## src/rtl/wct_pkg.sv

```systemverilog
package wct_pkg;
    localparam int ADDR_W = 4;
    typedef logic [ADDR_W-1:0] reg_addr_t;

    localparam reg_addr_t A_CNT_LO  = 4'd0;
    localparam reg_addr_t A_CNT_HI  = 4'd1;
    localparam reg_addr_t A_CNT_WS  = 4'd2;
    localparam reg_addr_t A_CTRL    = 4'd3;
    localparam reg_addr_t A_CMP_LO  = 4'd4;
    localparam reg_addr_t A_CMP_HI  = 4'd5;
    localparam reg_addr_t A_CMP_INC = 4'd6;
    localparam reg_addr_t A_GLB_WS  = 4'd7;
    localparam reg_addr_t A_IRQ_EN  = 4'd8;
    localparam reg_addr_t A_IRQ_ST  = 4'd9;

    localparam int CTRL_RUN    = 0;
    localparam int CTRL_CMP_EN = 16;
    localparam int CTRL_AUTO   = 17;

    localparam int CWS_W      = 2;
    localparam int GWS_CMP_LO = 0;
    localparam int GWS_CMP_HI = 1;
    localparam int GWS_INCR   = 2;
    localparam int GWS_CTRL   = 16;
    localparam int GWS_W      = 17;
endpackage

```

## src/rtl/wct_counter.sv

```systemverilog
module wct_counter #(
    parameter int HALF_W = 32
) (
    input  logic                  clk,
    input  logic                  rst_n,
    input  logic                  run_i,
    input  logic                  wr_lo_i,
    input  logic                  wr_hi_i,
    input  logic [HALF_W-1:0]     wdata_i,
    output logic [2*HALF_W-1:0]   cnt_o
);
    localparam int CW = 2 * HALF_W;

    typedef struct packed {
        logic [CW-1:0] cnt;
    } cnt_state_t;

    cnt_state_t st_d, st_q;

    always_comb begin
        st_d = st_q;
        if (wr_lo_i) st_d.cnt[HALF_W-1:0] = wdata_i;
        if (wr_hi_i) st_d.cnt[CW-1:HALF_W] = wdata_i;
        if (!wr_lo_i && !wr_hi_i && run_i) st_d.cnt = st_q.cnt + CW'(1);
    end

    always_ff @(posedge clk) begin
        if (!rst_n) st_q <= '0;
        else        st_q <= st_d;
    end

    assign cnt_o = st_q.cnt;

    AST_CNT_STEP: assert property (@(posedge clk) disable iff (!rst_n)
        (run_i && !wr_lo_i && !wr_hi_i) |=> (cnt_o == $past(cnt_o) + CW'(1)));
    AST_CNT_HOLD: assert property (@(posedge clk) disable iff (!rst_n)
        (!run_i && !wr_lo_i && !wr_hi_i) |=> $stable(cnt_o));
    AST_CNT_LOAD_LO: assert property (@(posedge clk) disable iff (!rst_n)
        wr_lo_i |=> (cnt_o[HALF_W-1:0] == $past(wdata_i)));
endmodule

```

## src/rtl/wct_compare.sv

```systemverilog
module wct_compare #(
    parameter int HALF_W = 32
) (
    input  logic                  clk,
    input  logic                  rst_n,
    input  logic [2*HALF_W-1:0]   cnt_i,
    input  logic                  en_i,
    input  logic                  auto_i,
    input  logic                  wr_lo_i,
    input  logic                  wr_hi_i,
    input  logic                  wr_incr_i,
    input  logic                  clr_i,
    input  logic [HALF_W-1:0]     wdata_i,
    output logic [2*HALF_W-1:0]   cmp_o,
    output logic [HALF_W-1:0]     incr_o,
    output logic                  stat_o
);
    localparam int CW = 2 * HALF_W;

    typedef struct packed {
        logic [CW-1:0]     cmp;
        logic [HALF_W-1:0] incr;
        logic              stat;
    } cmp_state_t;

    cmp_state_t st_d, st_q;
    logic       hit;

    always_comb begin
        hit  = en_i && (cnt_i == st_q.cmp);
        st_d = st_q;
        if (wr_lo_i || wr_hi_i) begin
            if (wr_lo_i) st_d.cmp[HALF_W-1:0] = wdata_i;
            if (wr_hi_i) st_d.cmp[CW-1:HALF_W] = wdata_i;
        end else if (hit && auto_i) begin
            st_d.cmp = st_q.cmp + {{HALF_W{1'b0}}, st_q.incr};
        end
        if (wr_incr_i) st_d.incr = wdata_i;
        st_d.stat = hit | (st_q.stat & ~clr_i);
    end

    always_ff @(posedge clk) begin
        if (!rst_n) st_q <= '0;
        else        st_q <= st_d;
    end

    assign cmp_o  = st_q.cmp;
    assign incr_o = st_q.incr;
    assign stat_o = st_q.stat;

    AST_MATCH_FLAGS: assert property (@(posedge clk) disable iff (!rst_n)
        (en_i && cnt_i == cmp_o) |=> stat_o);
    AST_STAT_CLEARS: assert property (@(posedge clk) disable iff (!rst_n)
        (clr_i && !(en_i && cnt_i == cmp_o)) |=> !stat_o);
    AST_AUTO_STEP: assert property (@(posedge clk) disable iff (!rst_n)
        (en_i && auto_i && cnt_i == cmp_o && !wr_lo_i && !wr_hi_i)
        |=> (cmp_o == $past(cmp_o) + {{HALF_W{1'b0}}, $past(incr_o)}));
    AST_CMP_HOLD: assert property (@(posedge clk) disable iff (!rst_n)
        (!wr_lo_i && !wr_hi_i && !(en_i && auto_i && cnt_i == cmp_o)) |=> $stable(cmp_o));
endmodule

```

## src/rtl/wct_wstat.sv

```systemverilog
module wct_wstat #(
    parameter int NFLAG = 2,
    parameter int DELAY = 2
) (
    input  logic             clk,
    input  logic             rst_n,
    input  logic [NFLAG-1:0] hit_i,
    input  logic [NFLAG-1:0] clr_i,
    output logic [NFLAG-1:0] flags_o
);
    localparam int LAST = DELAY - 1;

    typedef struct packed {
        logic [DELAY-1:0][NFLAG-1:0] pend;
        logic [NFLAG-1:0]            flags;
    } ws_state_t;

    ws_state_t st_d, st_q;

    always_comb begin
        st_d         = st_q;
        st_d.pend[0] = hit_i;
        for (int k = 1; k < DELAY; k++) begin
            st_d.pend[k] = st_q.pend[k-1];
        end
        st_d.flags = st_q.pend[LAST] | (st_q.flags & ~clr_i);
    end

    always_ff @(posedge clk) begin
        if (!rst_n) st_q <= '0;
        else        st_q <= st_d;
    end

    assign flags_o = st_q.flags;

    AST_WS_LANDS: assert property (@(posedge clk) disable iff (!rst_n)
        (|st_q.pend[LAST]) |=> ((flags_o & $past(st_q.pend[LAST])) == $past(st_q.pend[LAST])));
    AST_WS_STICKY: assert property (@(posedge clk) disable iff (!rst_n)
        (($past(flags_o) & ~$past(clr_i) & ~flags_o) == '0));
endmodule

```

## src/rtl/wide_cmp_timer.sv

```systemverilog
module wide_cmp_timer #(
    parameter int BUS_W    = 32,
    parameter int WS_DELAY = 2
) (
    input  logic                     clk,
    input  logic                     rst_n,
    input  logic                     bus_wr_i,
    input  logic [wct_pkg::ADDR_W-1:0] bus_addr_i,
    input  logic [BUS_W-1:0]         bus_wdata_i,
    output logic [BUS_W-1:0]         bus_rdata_o,
    output logic                     irq_o
);
    import wct_pkg::*;

    localparam int CW = 2 * BUS_W;

    typedef struct packed {
        logic run;
        logic cmp_en;
        logic auto_inc;
        logic irq_en;
    } ctl_state_t;

    ctl_state_t st_d, st_q;

    logic wr_cnt_lo, wr_cnt_hi, wr_cnt_ws, wr_ctrl;
    logic wr_cmp_lo, wr_cmp_hi, wr_cmp_inc, wr_glb_ws;
    logic wr_irq_en, wr_irq_st;

    logic [CW-1:0]    cnt;
    logic [CW-1:0]    cmp;
    logic [BUS_W-1:0] incr;
    logic             stat;
    logic [CWS_W-1:0] cws_flags, cws_hit, cws_clr;
    logic [GWS_W-1:0] gws_flags, gws_hit, gws_clr;

    always_comb begin
        wr_cnt_lo  = bus_wr_i && (bus_addr_i == A_CNT_LO);
        wr_cnt_hi  = bus_wr_i && (bus_addr_i == A_CNT_HI);
        wr_cnt_ws  = bus_wr_i && (bus_addr_i == A_CNT_WS);
        wr_ctrl    = bus_wr_i && (bus_addr_i == A_CTRL);
        wr_cmp_lo  = bus_wr_i && (bus_addr_i == A_CMP_LO);
        wr_cmp_hi  = bus_wr_i && (bus_addr_i == A_CMP_HI);
        wr_cmp_inc = bus_wr_i && (bus_addr_i == A_CMP_INC);
        wr_glb_ws  = bus_wr_i && (bus_addr_i == A_GLB_WS);
        wr_irq_en  = bus_wr_i && (bus_addr_i == A_IRQ_EN);
        wr_irq_st  = bus_wr_i && (bus_addr_i == A_IRQ_ST);
    end

    always_comb begin
        st_d = st_q;
        if (wr_ctrl) begin
            st_d.run      = bus_wdata_i[CTRL_RUN];
            st_d.cmp_en   = bus_wdata_i[CTRL_CMP_EN];
            st_d.auto_inc = bus_wdata_i[CTRL_AUTO];
        end
        if (wr_irq_en) st_d.irq_en = bus_wdata_i[0];
    end

    always_ff @(posedge clk) begin
        if (!rst_n) st_q <= '0;
        else        st_q <= st_d;
    end

    always_comb begin
        cws_hit = {wr_cnt_hi, wr_cnt_lo};
        cws_clr = wr_cnt_ws ? bus_wdata_i[CWS_W-1:0] : '0;
        gws_hit = '0;
        gws_hit[GWS_CMP_LO] = wr_cmp_lo;
        gws_hit[GWS_CMP_HI] = wr_cmp_hi;
        gws_hit[GWS_INCR]   = wr_cmp_inc;
        gws_hit[GWS_CTRL]   = wr_ctrl;
        gws_clr = wr_glb_ws ? bus_wdata_i[GWS_W-1:0] : '0;
    end

    wct_counter #(.HALF_W(BUS_W)) u_counter (
        .clk     (clk),
        .rst_n   (rst_n),
        .run_i   (st_q.run),
        .wr_lo_i (wr_cnt_lo),
        .wr_hi_i (wr_cnt_hi),
        .wdata_i (bus_wdata_i),
        .cnt_o   (cnt)
    );

    wct_compare #(.HALF_W(BUS_W)) u_compare (
        .clk       (clk),
        .rst_n     (rst_n),
        .cnt_i     (cnt),
        .en_i      (st_q.cmp_en),
        .auto_i    (st_q.auto_inc),
        .wr_lo_i   (wr_cmp_lo),
        .wr_hi_i   (wr_cmp_hi),
        .wr_incr_i (wr_cmp_inc),
        .clr_i     (wr_irq_st && bus_wdata_i[0]),
        .wdata_i   (bus_wdata_i),
        .cmp_o     (cmp),
        .incr_o    (incr),
        .stat_o    (stat)
    );

    wct_wstat #(.NFLAG(CWS_W), .DELAY(WS_DELAY)) u_cnt_ws (
        .clk     (clk),
        .rst_n   (rst_n),
        .hit_i   (cws_hit),
        .clr_i   (cws_clr),
        .flags_o (cws_flags)
    );

    wct_wstat #(.NFLAG(GWS_W), .DELAY(WS_DELAY)) u_glb_ws (
        .clk     (clk),
        .rst_n   (rst_n),
        .hit_i   (gws_hit),
        .clr_i   (gws_clr),
        .flags_o (gws_flags)
    );

    assign irq_o = stat && st_q.irq_en;

    always_comb begin
        bus_rdata_o = '0;
        case (bus_addr_i)
            A_CNT_LO:  bus_rdata_o = cnt[BUS_W-1:0];
            A_CNT_HI:  bus_rdata_o = cnt[CW-1:BUS_W];
            A_CNT_WS:  bus_rdata_o[CWS_W-1:0] = cws_flags;
            A_CTRL: begin
                bus_rdata_o[CTRL_RUN]    = st_q.run;
                bus_rdata_o[CTRL_CMP_EN] = st_q.cmp_en;
                bus_rdata_o[CTRL_AUTO]   = st_q.auto_inc;
            end
            A_CMP_LO:  bus_rdata_o = cmp[BUS_W-1:0];
            A_CMP_HI:  bus_rdata_o = cmp[CW-1:BUS_W];
            A_CMP_INC: bus_rdata_o = incr;
            A_GLB_WS:  bus_rdata_o[GWS_W-1:0] = gws_flags;
            A_IRQ_EN:  bus_rdata_o[0] = st_q.irq_en;
            A_IRQ_ST:  bus_rdata_o[0] = stat;
            default:   bus_rdata_o = '0;
        endcase
    end

    AST_IRQ_GATED: assert property (@(posedge clk) disable iff (!rst_n)
        irq_o |-> st_q.irq_en);
    AST_CTRL_TAKES: assert property (@(posedge clk) disable iff (!rst_n)
        wr_ctrl |=> (st_q.run == $past(bus_wdata_i[CTRL_RUN])));
    AST_RESERVED_ZERO: assert property (@(posedge clk) disable iff (!rst_n)
        (bus_addr_i > A_IRQ_ST) |-> (bus_rdata_o == '0));
endmodule

```

## config.mk

```make
export PLATFORM = sky130hd
export DESIGN_NAME = wide_cmp_timer
export DESIGN_NICKNAME = d
export VERILOG_FILES = /design/src/rtl/wct_pkg.sv /design/src/rtl/wct_counter.sv /design/src/rtl/wct_compare.sv /design/src/rtl/wct_wstat.sv /design/src/rtl/wide_cmp_timer.sv
export SDC_FILE = /design/constraint.sdc
export NUM_CORES = 1
export LEC_CHECK = 0
export BUFFER_PORTS_ARGS = -buffer_cell sky130_fd_sc_hd__buf_4
export CORE_ASPECT_RATIO = 0.9
export CORE_MARGIN = 4
export CORE_UTILIZATION = 40
export CTS_CLUSTER_SIZE = 12
export DETAILED_ROUTE_END_ITERATION = 8
export GPL_TIMING_DRIVEN = 0
export SETUP_SLACK_MARGIN = 0.2
export SLEW_MARGIN = 20
export SYNTH_ARGS = -nofsm -noshare
export SYNTH_HDL_FRONTEND = slang
export SYNTH_SLANG_ARGS = --single-unit
```

## constraint.sdc

```tcl
create_clock -name clk -period 7 [get_ports clk]
set_input_delay 1.4 -clock clk [delete_from_list [all_inputs] [get_ports clk]]
set_output_delay 1.4 -clock clk [all_outputs]
set_load 0.02 [all_outputs]
```

-- Word level (Yosys, flattened, before mapping)
Index checks and enable logic that the tools add are counted.
- register bits: 222
- output and inout bits: 33
- word-level logic and storage cells: 80
- bits of input ports: 39
- add/sub/neg operators: 2
- reduce and logical (&&, ||, !) cells: 25
- equal/unequal tests: 12
- bitwise operators: 9
- multiplexer cells: 15
- operators by type and width (cell ; count):
    $mux 64 ; 3
    $mux 32 ; 4
    $pmux 14 s6 ; 1
    $pmux 14 s5 ; 1
    $add 64x1->64 const B ; 1
    $add 64x32->64 ; 1
    $eq 64x64->1 ; 1
    $and 17x17->17 ; 1
    $mux 17 ; 1
    $not 17->17 ; 1
    $or 17x17->17 ; 1
    $eq 4x3->1 const B ; 4
    $logic_and 1x1->1 ; 16
    $pmux 1 s7 ; 2
    $pmux 1 s10 ; 1
    $eq 4x2->1 const B ; 2
    $eq 4x4->1 const B ; 2
    $pmux 1 s6 ; 1
    $reduce_bool 2->1 ; 3
    $eq 4x1->1 const B ; 1
    $logic_not 4->1 ; 1
    $ne 2x1->1 const B ; 2
    $reduce_and 2->1 ; 2
    $and 2x2->2 ; 1
    8 further kinds ; 9

-- Depth between registers and ports, before layout
Gate-level depths: netlist (run 1).
- depth after elaboration: 6
- gate-level depth with buffers: 12
- mapped depth without buffers: 10

-- By module
A second synthesis (run 1) with hierarchy kept.
- cells, all modules: 1880
- area, all modules: 15072.0 um2
- modules (own cells, without submodules) (module ; area an instance (um2) ; times used ; cells an instance ; seq. area each (um2)):
    wct_compare ; 7409.6 ; 1 ; 978 ; 1941.9
    wct_counter ; 3866.2 ; 1 ; 488 ; 1281.2
    wide_cmp_timer ; 1968.1 ; 1 ; 257 ; 80.1
    wct_wstat (u_glb_ws) ; 1625.3 ; 1 ; 141 ; 1021.0
    wct_wstat (u_cnt_ws) ; 202.7 ; 1 ; 16 ; 120.1

-- Worst setup path after synthesis (run 1)
Ideal clock, no wire load.
- path kind: in2out
- start: in bus_addr_i[1] (netlist bit)
- end: out bus_rdata_o[3]
- slack: 2.645 ns
- data arrival time: 2.955 ns
- cell stages on the path: 7
- required time: 5.600 ns
- path buffers: 3
- path through: clkbuf_1 > clkbuf_1 > nand2_1 > nor2_1 > clkbuf_1 > a22oi_1 > nand3_1
- cells in the longest elaborated chain, start to end: 2
- elaborated cells between the ends (all ways): 7
- classes of those cells: 5 x eq/ne; 1 x mux; 1 x reduce/logical
- RTL lines (item ; line ; RTL):
    start, declared ; wide_cmp_timer.sv:8 ; input logic [wct_pkg::ADDR_W-1:0] bus_addr_i,
    $eq 4x3->1 (tied with other cells) ; wide_cmp_timer.sv:122 ; case (bus_addr_i)
    $pmux 14 s6 (*) ; wide_cmp_timer.sv:122 ;
    end, declared ; wide_cmp_timer.sv:10 ; output logic [BUS_W-1:0] bus_rdata_o,
Every way passes the cells marked *; elsewhere a longest branch is shown, timed or not.

-- Worst setup path in the final report (run 1)
- start: in bus_addr_i[1] (netlist bit)
- end: out bus_rdata_o[7]
Same word-level chain as after synthesis.

==> run summary, run 1 <==
CLOCKING
--------------------------------------------------------------------------------
TritonCTS Sinks ...................................................          196
CTS tree ..........................................................        built
Postcts setup bufs ................................................            0
Gates resized, CTS repair .........................................            0
Number of hold-repair buffers added at the cts stage ..............            0
Clock transition at the registers of the reported paths ...........        80 ps
CTS H-tree lvls ...................................................            4
Clock latency on the worst-skew pair ..............................       470 ps
Maximum count of clock buffers along a single path ................            2
Total clock buffers created by CTS ................................           17
Clock root cell ................................................... sky130_fd_sc_hd__clkbuf_16

YOSYS
--------------------------------------------------------------------------------
Area share of the largest cell type after synthesis ...............        30.6%
Netlist area before placement .....................................   0.0128 mm2
Number of different library cells in the post-synthesis netlist ...           81
Top_reg_cell synth ................................................ sky130_fd_sc_hd__dfxtp_1
Post-synthesis sequential area ratio ..............................        30.6%
FF+latch count, synth .............................................          196
Net Count, Synth ..................................................         1775
Yosys warning count ...............................................            0
Count of flip-flops with a built-in enable after synthesis ........            0
Count of mapped cells out of synthesis ............................         1702
Cell accounting for the most synthesized area ..................... sky130_fd_sc_hd__dfxtp_1
Top cells by area, synth .......................................... sky130_fd_sc_hd__dfxtp_1, sky130_fd_sc_hd__nand2_1, sky130_fd_sc_hd__xnor2_1, sky130_fd_sc_hd__a21oi_1, sky130_fd_sc_hd__a22oi_1
Post-synthesis area per instance ..................................     7.55 um2
Async SR Flop Fraction ............................................           0%

FLOORPLAN
--------------------------------------------------------------------------------
Initial core utilization ..........................................        41.0%
Num rows ..........................................................           61
Chip Width ........................................................       197 um
DIE AREA ..........................................................   0.0350 mm2
Top-Level Pins ....................................................           72
Core area .........................................................   0.0313 mm2
Chip height .......................................................       178 um

PLACED DESIGN
--------------------------------------------------------------------------------
Detail Placement HPWL .............................................     49900 um
Worst slack at placement ..........................................      1770 ps
Global placement routability congestion ...........................         1.02
Port Buffer Count .................................................           67
Total instance count after detailed placement .....................         2180

ROUTE
--------------------------------------------------------------------------------
Detailed-route vias per instance ..................................         6.49
Detailed-route wire length ........................................     63000 um
Count of unresolved DRC violations after routing ..................            0
Routed via count ..................................................        14400
Post-route antenna net violation count ............................            0
Detailed-router iteration count before antenna repair .............            6
First-iteration detailed-routing DRC count ........................         1909
Drt wl/cell .......................................................      28.5 um

FINAL LAYOUT
--------------------------------------------------------------------------------
Antenna Diode Count ...............................................            0
Share of cells above drive strength 1 .............................        8.32%
Syn-to-layout area delta ..........................................        13.0%
Final Net Count ...................................................         1863
Non-filler cells in the finished layout ...........................         2212

STA
--------------------------------------------------------------------------------
Worst Slack Setup Final ...........................................      1650 ps
Hold violation count in the final report ..........................            0
Max Fclk ..........................................................      187 MHz
Final worst-path cycle share ......................................        76.4%
Final setup vio count .............................................            0
Fin crit period ...................................................      5350 ps
Total count of max-transition violations in the final report ......            0
Pin slew with the least headroom to its limit .....................      1100 ps
Post-Route Skew ...................................................      21.1 ps
Total negative slack ..............................................         0 ps
Setup repair after global routing missed its margin ...............        false
Normalized max-slew margin ........................................        25.8%
Minimum hold slack ................................................       435 ps

WORST SETUP PATH
--------------------------------------------------------------------------------
Longest individual stage delay on the worst path ..................       470 ps
Startpoint of the most critical register-to-register path ......... u_compare.cmp_o[0]$_SDFFE_PN0P_
Capturing point of the worst reg2reg path ......................... u_compare.cmp_o[58]$_SDFFE_PN0P_
Largest fanout on the critical path ...............................           10
Worst endpoint required time ......................................      5600 ps
Cells along the critical path ..................................... clkbuf_1, clkbuf_1, nand2_1, nor2_1, clkbuf_1, a22oi_1, nand3_1, buf_4
Critical setup path kind ..........................................    in -> out
CP Capture Type ...................................................  output port
Slowest cell on the critical path ................................. sky130_fd_sc_hd__nor2_1
Crit path launch type .............................................   input port
Endpoint arrival time on the critical path ........................      3950 ps
Path depth of the worst reg2reg path ..............................           11
Setup slack on the worst flop-to-flop path ........................      2740 ps
Cell repeated most along the worst path ........................... sky130_fd_sc_hd__clkbuf_1

WORST HOLD PATH
--------------------------------------------------------------------------------
Hold Path Origin .................................................. u_glb_ws.flags_o[11]$_SDFF_PN0_
Cell count of the worst hold path .................................            2
Class of the most critical hold timing path .......................   reg -> reg
Worst Hold Endpoint ............................................... u_glb_ws.flags_o[11]$_SDFF_PN0_

PWR
--------------------------------------------------------------------------------
Overall power consumption .........................................      2.49 mW
Power density over cell area ......................................   171 mW/mm2
Leakage Power .....................................................      5.10 nW
Peak VDD IR .......................................................       282 uV

GLOBAL ROUTE
--------------------------------------------------------------------------------
Number of antenna violations at the first check in global routing .            1
Overflow left after global routing ................................            0
First-pass GRT wire length ........................................     89600 um
Total global-route track usage ....................................        34.9%
Pin count of the biggest net entering global routing ..............           20
Via count of the first global-routing pass ........................        13000

FLOW RUN
--------------------------------------------------------------------------------
Max-capacitance violation count ...................................            0

RUN STATUS
--------------------------------------------------------------------------------
Run status ........................................................ complete, no violations

-- registers in the layout, indices dropped and copies added, names as in the netlist --
register,cells
u_cnt_ws.st_q,2
u_glb_ws.flags_o,17
st_q,4
u_counter.cnt_o,64
u_cnt_ws.flags_o,2
u_glb_ws.st_d,4
u_cnt_ws.st_d,2
u_glb_ws.st_q,4
u_compare.incr_o,32
u_compare.cmp_o,64
u_compare.stat_o,1
-- metal layers --
metal	routed length, um	global-route usage, %
met1	27400	50.8
met2	27000	52.7
met3	6690	5.65
met4	1920	11.1
met5	0	0
-- cell families (layout without fill, tap and decap cells) --
group	Yosys count	count (layout)	synth area share (%)
simple gates	651	651	24.5
compound gates	515	515	26.6
flops	196	196	30.6
buf+inv	165	266	5.19
xor+xnor	127	127	8.66
fa+ha+maj	34	34	3.37
mux	14	14	1.11
-- final cells by class --
type | count | area [um2]
Fill cell | 3221 | 16800
Multi-Input combinational cell | 1341 | 8270
Sequential cell | 196 | 3920
Buffer | 133 | 547
Timing Repair Buffer | 69 | 518
Tap cell | 409 | 512
Clock buffer | 18 | 429
Clock inverter | 14 | 194
Inverter | 32 | 120
-- through the flow --
step | util [%] | instance area, um2
final | 46.4 | 14500
after global routing | 46.4 | 14500
after CTS | 46.4 | 14500
after detailed placement | 44.4 | 13900
after global placement | 44.3 | 13900
after floorplan | - | 12800
-- critical path: cells and delay by family --
family / cells / cell delay (ps)
AOI/OAI and AO/OA: 1 / 200
buffers and inverters: 4 / 1370
and+or+nand+nor: 3 / 970
-- cell usage after synthesis (all sizes together), types with 14 or more instances --
cell and instances:
a21oi 126, ha 33, xor2 43, and3 18, a31oi 22, nand2b 15, buf 31, clkbuf 102
o21ai 90, o22ai 14, and2 19, or3 15, a211oi 55, nand4 39, dfxtp 196, a311oi 19
nor3 36, xnor2 84, and4 14, nor2 135, nor4 20, a22oi 75, nand2 235, inv 32
nand3 73
-- placed cells by master, fill, tap and decap left out, drive strengths merged, types with 8 or more instances in the layout --
cell type	n
a211oi	55
a21o	12
a21oi	126
a22oi	75
a311oi	19
a31oi	22
and2	19
and3	18
and4	14
buf	100
clkbuf	120
dfxtp	196
ha	33
inv	37
mux2i	12
nand2	235
nand2b	15
nand3	73
nand4	39
nor2	135
nor2b	11
nor3	36
nor4	20
o21a	8
o21ai	90
o22ai	14
o31ai	11
o41ai	12
or3	15
xnor2	84
xor2	43
-- worst max-delay path by stage --
| stage | from | to | slack [ps] | cells after the start |
|---|---|---|---|---|
| final | bus_addr_i[1] | bus_rdata_o[7] | 1650 | 8 |
| after global routing | bus_addr_i[1] | bus_rdata_o[9] | 1490 | 8 |
| after CTS | bus_addr_i[2] | bus_rdata_o[5] | 1770 | 8 |
| after detailed placement | bus_addr_i[2] | bus_rdata_o[5] | 1770 | 8 |
| after global placement | bus_addr_i[1] | bus_rdata_o[11] | 1410 | 6 |
| after floorplan | bus_addr_i[1] | bus_rdata_o[3] | 2650 | 7 |
-- power breakdown --
part	switching (mW)	leakage, nW	internal, mW
Clock	0.523	0.299	0.548
Combinational	0.178	3.22	0.0744
Sequential	0.0334	1.58	1.13
Power figures use the tool's default switching activity.
==> inputs of run 2 (changes only) <==
- clock period: 7 -> 4.45 ns (I/O delays scaled with it)
==> run summary, run 2 (same netlist as run 1, synthesis figures left out) <==
WORST HOLD PATH
-------------------------------------------------------------------------------------
Cell count of the worst hold path ......................................            2   unchanged
Hold Path Origin ....................................................... u_glb_ws.flags_o[14]$_SDFF_PN0_   was u_glb_ws.flags_o[11]$_SDFF_PN0_
Class of the most critical hold timing path ............................   reg -> reg   unchanged

STA
-------------------------------------------------------------------------------------
Final setup vio count ..................................................            0   unchanged
Setup repair after global routing missed its margin ....................        false   unchanged
Total negative slack ...................................................         0 ps   unchanged
Hold violation count in the final report ...............................            0   unchanged
Pin slew with the least headroom to its limit ..........................      1110 ps   was 1100 ps
Normalized max-slew margin .............................................        25.7%   was 25.8%
Total count of max-transition violations in the final report ...........            0   unchanged
Post-Route Skew ........................................................      22.4 ps   was 21.1 ps
Worst Slack Setup Final ................................................       355 ps   was 1650 ps
Max Fclk ...............................................................      244 MHz
Minimum hold slack .....................................................       434 ps   was 435 ps
Fin crit period ........................................................      4090 ps
Final worst-path cycle share ...........................................        92.0%

FLOORPLAN
-------------------------------------------------------------------------------------
Num rows ...............................................................           61   unchanged
Top-Level Pins .........................................................           72   unchanged
Initial core utilization ...............................................        41.0%   unchanged
Chip height ............................................................       178 um   unchanged
Core area ..............................................................   0.0313 mm2   unchanged
Chip Width .............................................................       197 um   unchanged
DIE AREA ...............................................................   0.0350 mm2   unchanged

PLACED DESIGN
-------------------------------------------------------------------------------------
Global placement routability congestion ................................         1.02   unchanged
Worst slack at placement ...............................................       242 ps   was 1770 ps
Placed instance area ...................................................   0.0139 mm2   unchanged
Detail Placement HPWL ..................................................     49900 um   unchanged
Port Buffer Count ......................................................           67   unchanged

CLOCKING
-------------------------------------------------------------------------------------
Maximum count of clock buffers along a single path .....................            2   unchanged
Postcts setup bufs .....................................................            0   unchanged
Number of hold-repair buffers added at the cts stage ...................            0   unchanged
TritonCTS Sinks ........................................................          196   unchanged
Total clock buffers created by CTS .....................................           17   unchanged
Clock latency on the worst-skew pair ...................................       470 ps   about the same
CTS H-tree lvls ........................................................            4   unchanged
CTS tree ...............................................................        built   unchanged
Clock transition at the registers of the reported paths ................        80 ps   about the same
Clock root cell ........................................................ sky130_fd_sc_hd__clkbuf_16   unchanged

WORST SETUP PATH
-------------------------------------------------------------------------------------
Cells along the critical path .......................................... clkbuf_1, nand2b_1, nor2_1, clkbuf_1, clkbuf_1, nand2_1, nand3_1, buf_4   was clkbuf_1, clkbuf_1, nand2_1, nor2_1, clkbuf_1, a22oi_1, nand3_1, buf_4
First element of the critical path ..................................... bus_addr_i[0]   was bus_addr_i[1]
Worst endpoint required time ...........................................      3560 ps   was 5600 ps
Cell repeated most along the worst path ................................ sky130_fd_sc_hd__clkbuf_1   unchanged
Slowest cell on the critical path ...................................... sky130_fd_sc_hd__clkbuf_1   was sky130_fd_sc_hd__nor2_1
Endpoint arrival time on the critical path .............................      3200 ps   was 3950 ps
CP Capture Type ........................................................  output port   unchanged
Crit path launch type ..................................................   input port   unchanged
Startpoint of the most critical register-to-register path .............. u_compare.cmp_o[0]$_SDFFE_PN0P_   unchanged
Path depth of the worst reg2reg path ...................................           11   unchanged
Largest fanout on the critical path ....................................           10   unchanged
Critical setup path kind ...............................................    in -> out   unchanged
Longest individual stage delay on the worst path .......................       470 ps   about the same

FINAL LAYOUT
-------------------------------------------------------------------------------------
Final Net Count ........................................................         1863   unchanged
Antenna Diode Count ....................................................            0   unchanged
Area of all placed cells without fillers ...............................   0.0145 mm2   about the same
Share of cells above drive strength 1 ..................................        8.43%   was 8.32%
Most frequent cells in the layout ...................................... sky130_fd_sc_hd__nand2_1, sky130_fd_sc_hd__dfxtp_1, sky130_fd_sc_hd__nor2_1   unchanged
Syn-to-layout area delta ...............................................        13.1%   was 13.0%
Most frequent standard cell in the layout excluding fill and tap cells . sky130_fd_sc_hd__nand2_1   unchanged

RUN STATUS
-------------------------------------------------------------------------------------
Run status ............................................................. complete, no violations   unchanged

ROUTE
-------------------------------------------------------------------------------------
Drt wl/cell ............................................................      28.5 um   about the same
Detailed-route wire length .............................................     63000 um   about the same
Routed via count .......................................................        14400   about the same
Count of unresolved DRC violations after routing .......................            0   unchanged
Detailed-route vias per instance .......................................         6.49   about the same
Post-route antenna net violation count .................................            0   unchanged
First-iteration detailed-routing DRC count .............................         1817   was 1909
Detailed-router iteration count before antenna repair ..................            7   was 6

FLOW RUN
-------------------------------------------------------------------------------------
Max-capacitance violation count ........................................            0   unchanged

GLOBAL ROUTE
-------------------------------------------------------------------------------------
Number of antenna violations at the first check in global routing ......            1   unchanged
Pin count of the biggest net entering global routing ...................           20   unchanged
Via count of the first global-routing pass .............................        13000   unchanged
First-pass GRT wire length .............................................     89600 um   unchanged
Overflow left after global routing .....................................            0   unchanged
Total global-route track usage .........................................        34.9%   unchanged

PWR
-------------------------------------------------------------------------------------
Overall power consumption ..............................................      3.91 mW   was 2.49 mW
Power density over cell area ...........................................   269 mW/mm2   was 171 mW/mm2
Leakage Power ..........................................................      5.11 nW   was 5.10 nW
Peak VDD IR ............................................................       450 uV   was 282 uV

## run 2: cell counts in the layout (fill, tap and decap cells not counted)
Identical to the previous run, type by type.
## run 2: cell type report
type,instances,area (um2)
plain buffers,133,548
clock buffers,18,429
clock inverters,14,194
fillers,3220,16800
inverters,32,120
multi-input cells,1341,8280
flip-flops and latches,196,3920
well taps,409,512
repair buffers,69,518
## run 2: power by group
group / leakage (nW) / switching [mW] / internal, mW / total, mW
Clock: 0.299 / 0.822 / 0.862 / 1.68
Sequential: 1.58 / 0.0522 / 1.78 / 1.83
Combinational: 3.23 / 0.280 / 0.117 / 0.397
Total: 5.11 / 1.15 / 2.76 / 3.91
## run 2: final timing paths
path	end	slack [ps]
setup / recovery	bus_rdata_o[19]	360
hold / removal	u_glb_ws.flags_o[14]$_SDFF_PN0_	430
setup reg to reg	u_compare.cmp_o[58]$_SDFFE_PN0P_	400
hold reg to reg	u_glb_ws.flags_o[14]$_SDFF_PN0_	430
## run 2: timing repair
| item | in CTS | in global routing |
|---|---|---|
| gates resized for setup | 0 | 4 |
| setup endpoints to repair | 0 | 12 |
| hold endpoints to repair | 0 | 0 |
## run 2: metal layers
layer / vias to the layer above / track usage [%] / wire, um
met4: 0 / 11.1 / 2250
met5: - / 0 / 0
li1: 6413 / - / -
met3: 146 / 5.65 / 6920
met1: 6894 / 50.8 / 27100
met2: 912 / 52.7 / 26700
## run 2: critical path, delay by kind of cell
family	cells	cell delay, ps
AND/OR/NAND/NOR	4	910
buffers and inverters	4	1400
## run 2: stage by stage
stage,std cells,util (%)
after global placement,2178,44.3
after global routing,2212,46.4
after CTS,2212,46.4
final,2212,46.4
after detailed placement,2180,44.4
after floorplan,1702,-
==> inputs of run 3 (changes only) <==
- CTS_CLUSTER_DIAMETER: default -> 120
- MAX_ROUTING_LAYER: default -> met4
- clock period: 4.45 -> 4.2 ns (I/O delays scaled with it)
==> run summary, run 3 (same netlist as run 1, synthesis figures left out) <==
RUN STATUS
-------------------------------------------------------------------------------------
Run status ............................................................. complete, no violations   unchanged

WORST SETUP PATH
-------------------------------------------------------------------------------------
Critical setup path kind ...............................................    in -> reg   was in -> out
CP Capture Type ........................................................    flip-flop   was output port
Cell repeated most along the worst path ................................ sky130_fd_sc_hd__clkbuf_1   unchanged
Capturing point of the worst reg2reg path .............................. u_compare.cmp_o[58]$_SDFFE_PN0P_   unchanged
Largest fanout on the critical path ....................................           10   unchanged
Slowest cell on the critical path ...................................... sky130_fd_sc_hd__clkbuf_1   unchanged
Endpoint arrival time on the critical path .............................      4310 ps   was 3200 ps
Setup slack on the worst flop-to-flop path .............................       290 ps   was 400 ps
Crit path launch type ..................................................   input port   unchanged
Worst endpoint required time ...........................................      4560 ps   was 3560 ps
Gate family responsible for the most delay along the worst path ........ buffers and inverters   unchanged
Startpoint of the most critical register-to-register path .............. u_compare.cmp_o[0]$_SDFFE_PN0P_   unchanged
Longest individual stage delay on the worst path .......................       620 ps   was 470 ps
Path depth of the worst reg2reg path ...................................           12   was 11
Cells along the critical path .......................................... buf_4, clkbuf_1, inv_1, nor3_4, buf_2, buf_1, clkbuf_1, nand2_1, a311oi_1   was clkbuf_1, nand2b_1, nor2_1, clkbuf_1, clkbuf_1, nand2_1, nand3_1, buf_4
CP Buf/Inv Count .......................................................            6   was 4

CLOCKING
-------------------------------------------------------------------------------------
Clock latency on the worst-skew pair ...................................       470 ps   about the same
Maximum count of clock buffers along a single path .....................            2   unchanged
CTS H-tree lvls ........................................................            4   unchanged
Total clock buffers created by CTS .....................................           17   unchanged
Clock transition at the registers of the reported paths ................        80 ps   about the same
TritonCTS Sinks ........................................................          196   unchanged
Clock root cell ........................................................ sky130_fd_sc_hd__clkbuf_16   unchanged
CTS tree ...............................................................        built   unchanged
Number of hold-repair buffers added at the cts stage ...................            0   unchanged

GLOBAL ROUTE
-------------------------------------------------------------------------------------
Pin count of the biggest net entering global routing ...................           21   was 20
Number of antenna violations at the first check in global routing ......            1   unchanged
Total global-route track usage .........................................        36.1%   was 34.9%
Via count of the first global-routing pass .............................        13000   about the same
Overflow left after global routing .....................................            0   unchanged
First-pass GRT wire length .............................................     90400 um   was 89600 um

STA
-------------------------------------------------------------------------------------
Max Fclk ...............................................................      253 MHz
Normalized max-slew margin .............................................        20.9%   was 25.7%
Fin crit period ........................................................      3950 ps
Pin slew with the least headroom to its limit ..........................      1190 ps   was 1110 ps
Final worst-path cycle share ...........................................        94.0%
Post-Route Skew ........................................................      19.5 ps   was 22.4 ps
Final setup vio count ..................................................            0   unchanged
Setup repair after global routing missed its margin ....................         true   was false
Total count of max-transition violations in the final report ...........            0   unchanged
Hold violation count in the final report ...............................            0   unchanged
Worst Slack Setup Final ................................................       252 ps   was 355 ps
Minimum hold slack .....................................................       438 ps   was 434 ps

ROUTE
-------------------------------------------------------------------------------------
Count of unresolved DRC violations after routing .......................            0   unchanged
First-iteration detailed-routing DRC count .............................         1808   was 1817
Detailed-route wire length .............................................     63400 um   was 63000 um
Drt wl/cell ............................................................      28.6 um   was 28.5 um
Post-route antenna net violation count .................................            0   unchanged
Detailed-route vias per instance .......................................         6.46   was 6.49
Detailed-router iteration count before antenna repair ..................            8   was 7
Routed via count .......................................................        14300   was 14400

PWR
-------------------------------------------------------------------------------------
Leakage Power ..........................................................      5.15 nW   was 5.11 nW
Overall power consumption ..............................................      4.15 mW   was 3.91 mW
Switching power of the nets ............................................      1.25 mW   was 1.15 mW
Proportion of power drawn by combinational gates .......................        10.2%   was 10.1%
Portion of total power attributed to sequential cells ..................        46.8%   about the same
Switching portion of total power .......................................        30.3%   was 29.5%
Peak VDD IR ............................................................       424 uV   was 450 uV
Internal power consumption .............................................      2.89 mW   was 2.76 mW
Clock share of power ...................................................        43.0%   about the same
Power density over cell area ...........................................   284 mW/mm2   was 269 mW/mm2

PLACED DESIGN
-------------------------------------------------------------------------------------
Worst slack at placement ...............................................      -204 ps   was 242 ps
Port Buffer Count ......................................................           67   unchanged
Global placement routability congestion ................................         1.04   was 1.02
Placed instance area ...................................................   0.0139 mm2   about the same
Total instance count after detailed placement ..........................         2179   was 2180
Detail Placement HPWL ..................................................     50100 um   was 49900 um

WORST HOLD PATH
-------------------------------------------------------------------------------------
Class of the most critical hold timing path ............................   reg -> reg   unchanged
Hold Path Origin ....................................................... u_glb_ws.flags_o[6]$_SDFF_PN0_   was u_glb_ws.flags_o[14]$_SDFF_PN0_
Worst Hold Endpoint .................................................... u_glb_ws.flags_o[6]$_SDFF_PN0_   was u_glb_ws.flags_o[14]$_SDFF_PN0_
Cell count of the worst hold path ......................................            2   unchanged

FINAL LAYOUT
-------------------------------------------------------------------------------------
Non-filler cells in the finished layout ................................         2214   was 2212
Area of all placed cells without fillers ...............................   0.0146 mm2   was 0.0145 mm2
Filler instances .......................................................         3196   was 3220
Share of cells above drive strength 1 ..................................        8.98%   was 8.43%
Area of combinational cells with multiple inputs .......................  0.00830 mm2   was 0.00828 mm2
Final Net Count ........................................................         1865   was 1863
Syn-to-layout area delta ...............................................        13.4%   was 13.1%
Most frequent standard cell in the layout excluding fill and tap cells . sky130_fd_sc_hd__nand2_1   unchanged
Sequential standard cell area ..........................................  0.00392 mm2   unchanged
Most frequent cells in the layout ...................................... sky130_fd_sc_hd__nand2_1, sky130_fd_sc_hd__dfxtp_1, sky130_fd_sc_hd__nor2_1   unchanged
Antenna Diode Count ....................................................            0   unchanged

FLOORPLAN
-------------------------------------------------------------------------------------
Core area ..............................................................   0.0313 mm2   unchanged
Chip Width .............................................................       197 um   unchanged
Chip height ............................................................       178 um   unchanged
DIE AREA ...............................................................   0.0350 mm2   unchanged
Top-Level Pins .........................................................           72   unchanged
Initial core utilization ...............................................        41.0%   unchanged
Num rows ...............................................................           61   unchanged

FLOW RUN
-------------------------------------------------------------------------------------
Max-capacitance violation count ........................................            0   unchanged

[run 3: cell count changes in the layout (fill, tap and decap cells not counted), sizes merged]
| cell | delta |
|---|---|
| buf | +3 |
| bufinv | -1 |
| clkinv | -3 |
| clkbuf | -1 |
| clkinvlp | -1 |
| inv | +5 |
[run 3: power groups by stage]
stage	Combinational (mW)	Sequential, mW	Clock, mW
3_5_place_dp	0.403	1.98	0
4_1_cts	0.405	1.94	1.78
2_1_floorplan	0.216	1.95	0
3_3_place_gp	0.400	1.98	0
5_1_grt	0.440	1.94	1.85
6_report	0.421	1.94	1.78
[run 3: worst max path at each step]
stage,startpoint,to,cells past startpoint
6_report,bus_wr_i,u_compare.cmp_o[30]$_SDFFE_PN0P_,9
5_1_grt,bus_addr_i[0],bus_rdata_o[19],8
4_1_cts,bus_addr_i[1],bus_rdata_o[19],8
3_5_place_dp,bus_wr_i,u_compare.cmp_o[30]$_SDFFE_PN0P_,9
3_3_place_gp,bus_wr_i,u_compare.cmp_o[13]$_SDFFE_PN0P_,9
2_1_floorplan,bus_addr_i[1],bus_rdata_o[3],7
[run 3: metal layers]
metal / part of all wire [%] / up-vias / wire length (um) / track usage, %
li1: - / 6414 / - / -
met1: 43 / 6929 / 27000 / 50.1
met3: 11 / 119 / 7090 / 7.40
met2: 43 / 851 / 27100 / 53.5
met5: 0 / - / 0 / -
met4: 3.4 / 0 / 2130 / 10.1
[run 3: timing repair]
item	in CTS	in global routing
pin swaps	0	1
endpoints found under the setup margin	27	45
gates resized for setup	4	11
setup buffers	0	3
hold endpoints to repair	0	0
[run 3: metrics by stage]
stage / util, % / setup TNS (ps)
6_report: 46.6 / 0
3_3_place_gp: 44.3 / -15500
2_1_floorplan: - / 0
3_5_place_dp: 44.4 / -1000
5_1_grt: 46.6 / 0
4_1_cts: 46.4 / 0
[run 3: worst min-delay path, delay by kind of cell, from the launching register on]
family	cells	cell delay, ps
compound gates	1	30
flops	1	320
simple gates	1	50
[run 3: cell type report]
| cell class | count | area share (%) |
|---|---|---|
| plain buffers | 133 | 3.80 |
| clock buffers | 18 | 3.01 |
| clock inverters | 14 | 1.19 |
| inverters | 32 | 0.824 |
| multi-input cells | 1341 | 57.0 |
| flip-flops and latches | 196 | 26.9 |
| well taps | 409 | 3.51 |
| repair buffers | 71 | 3.74 |
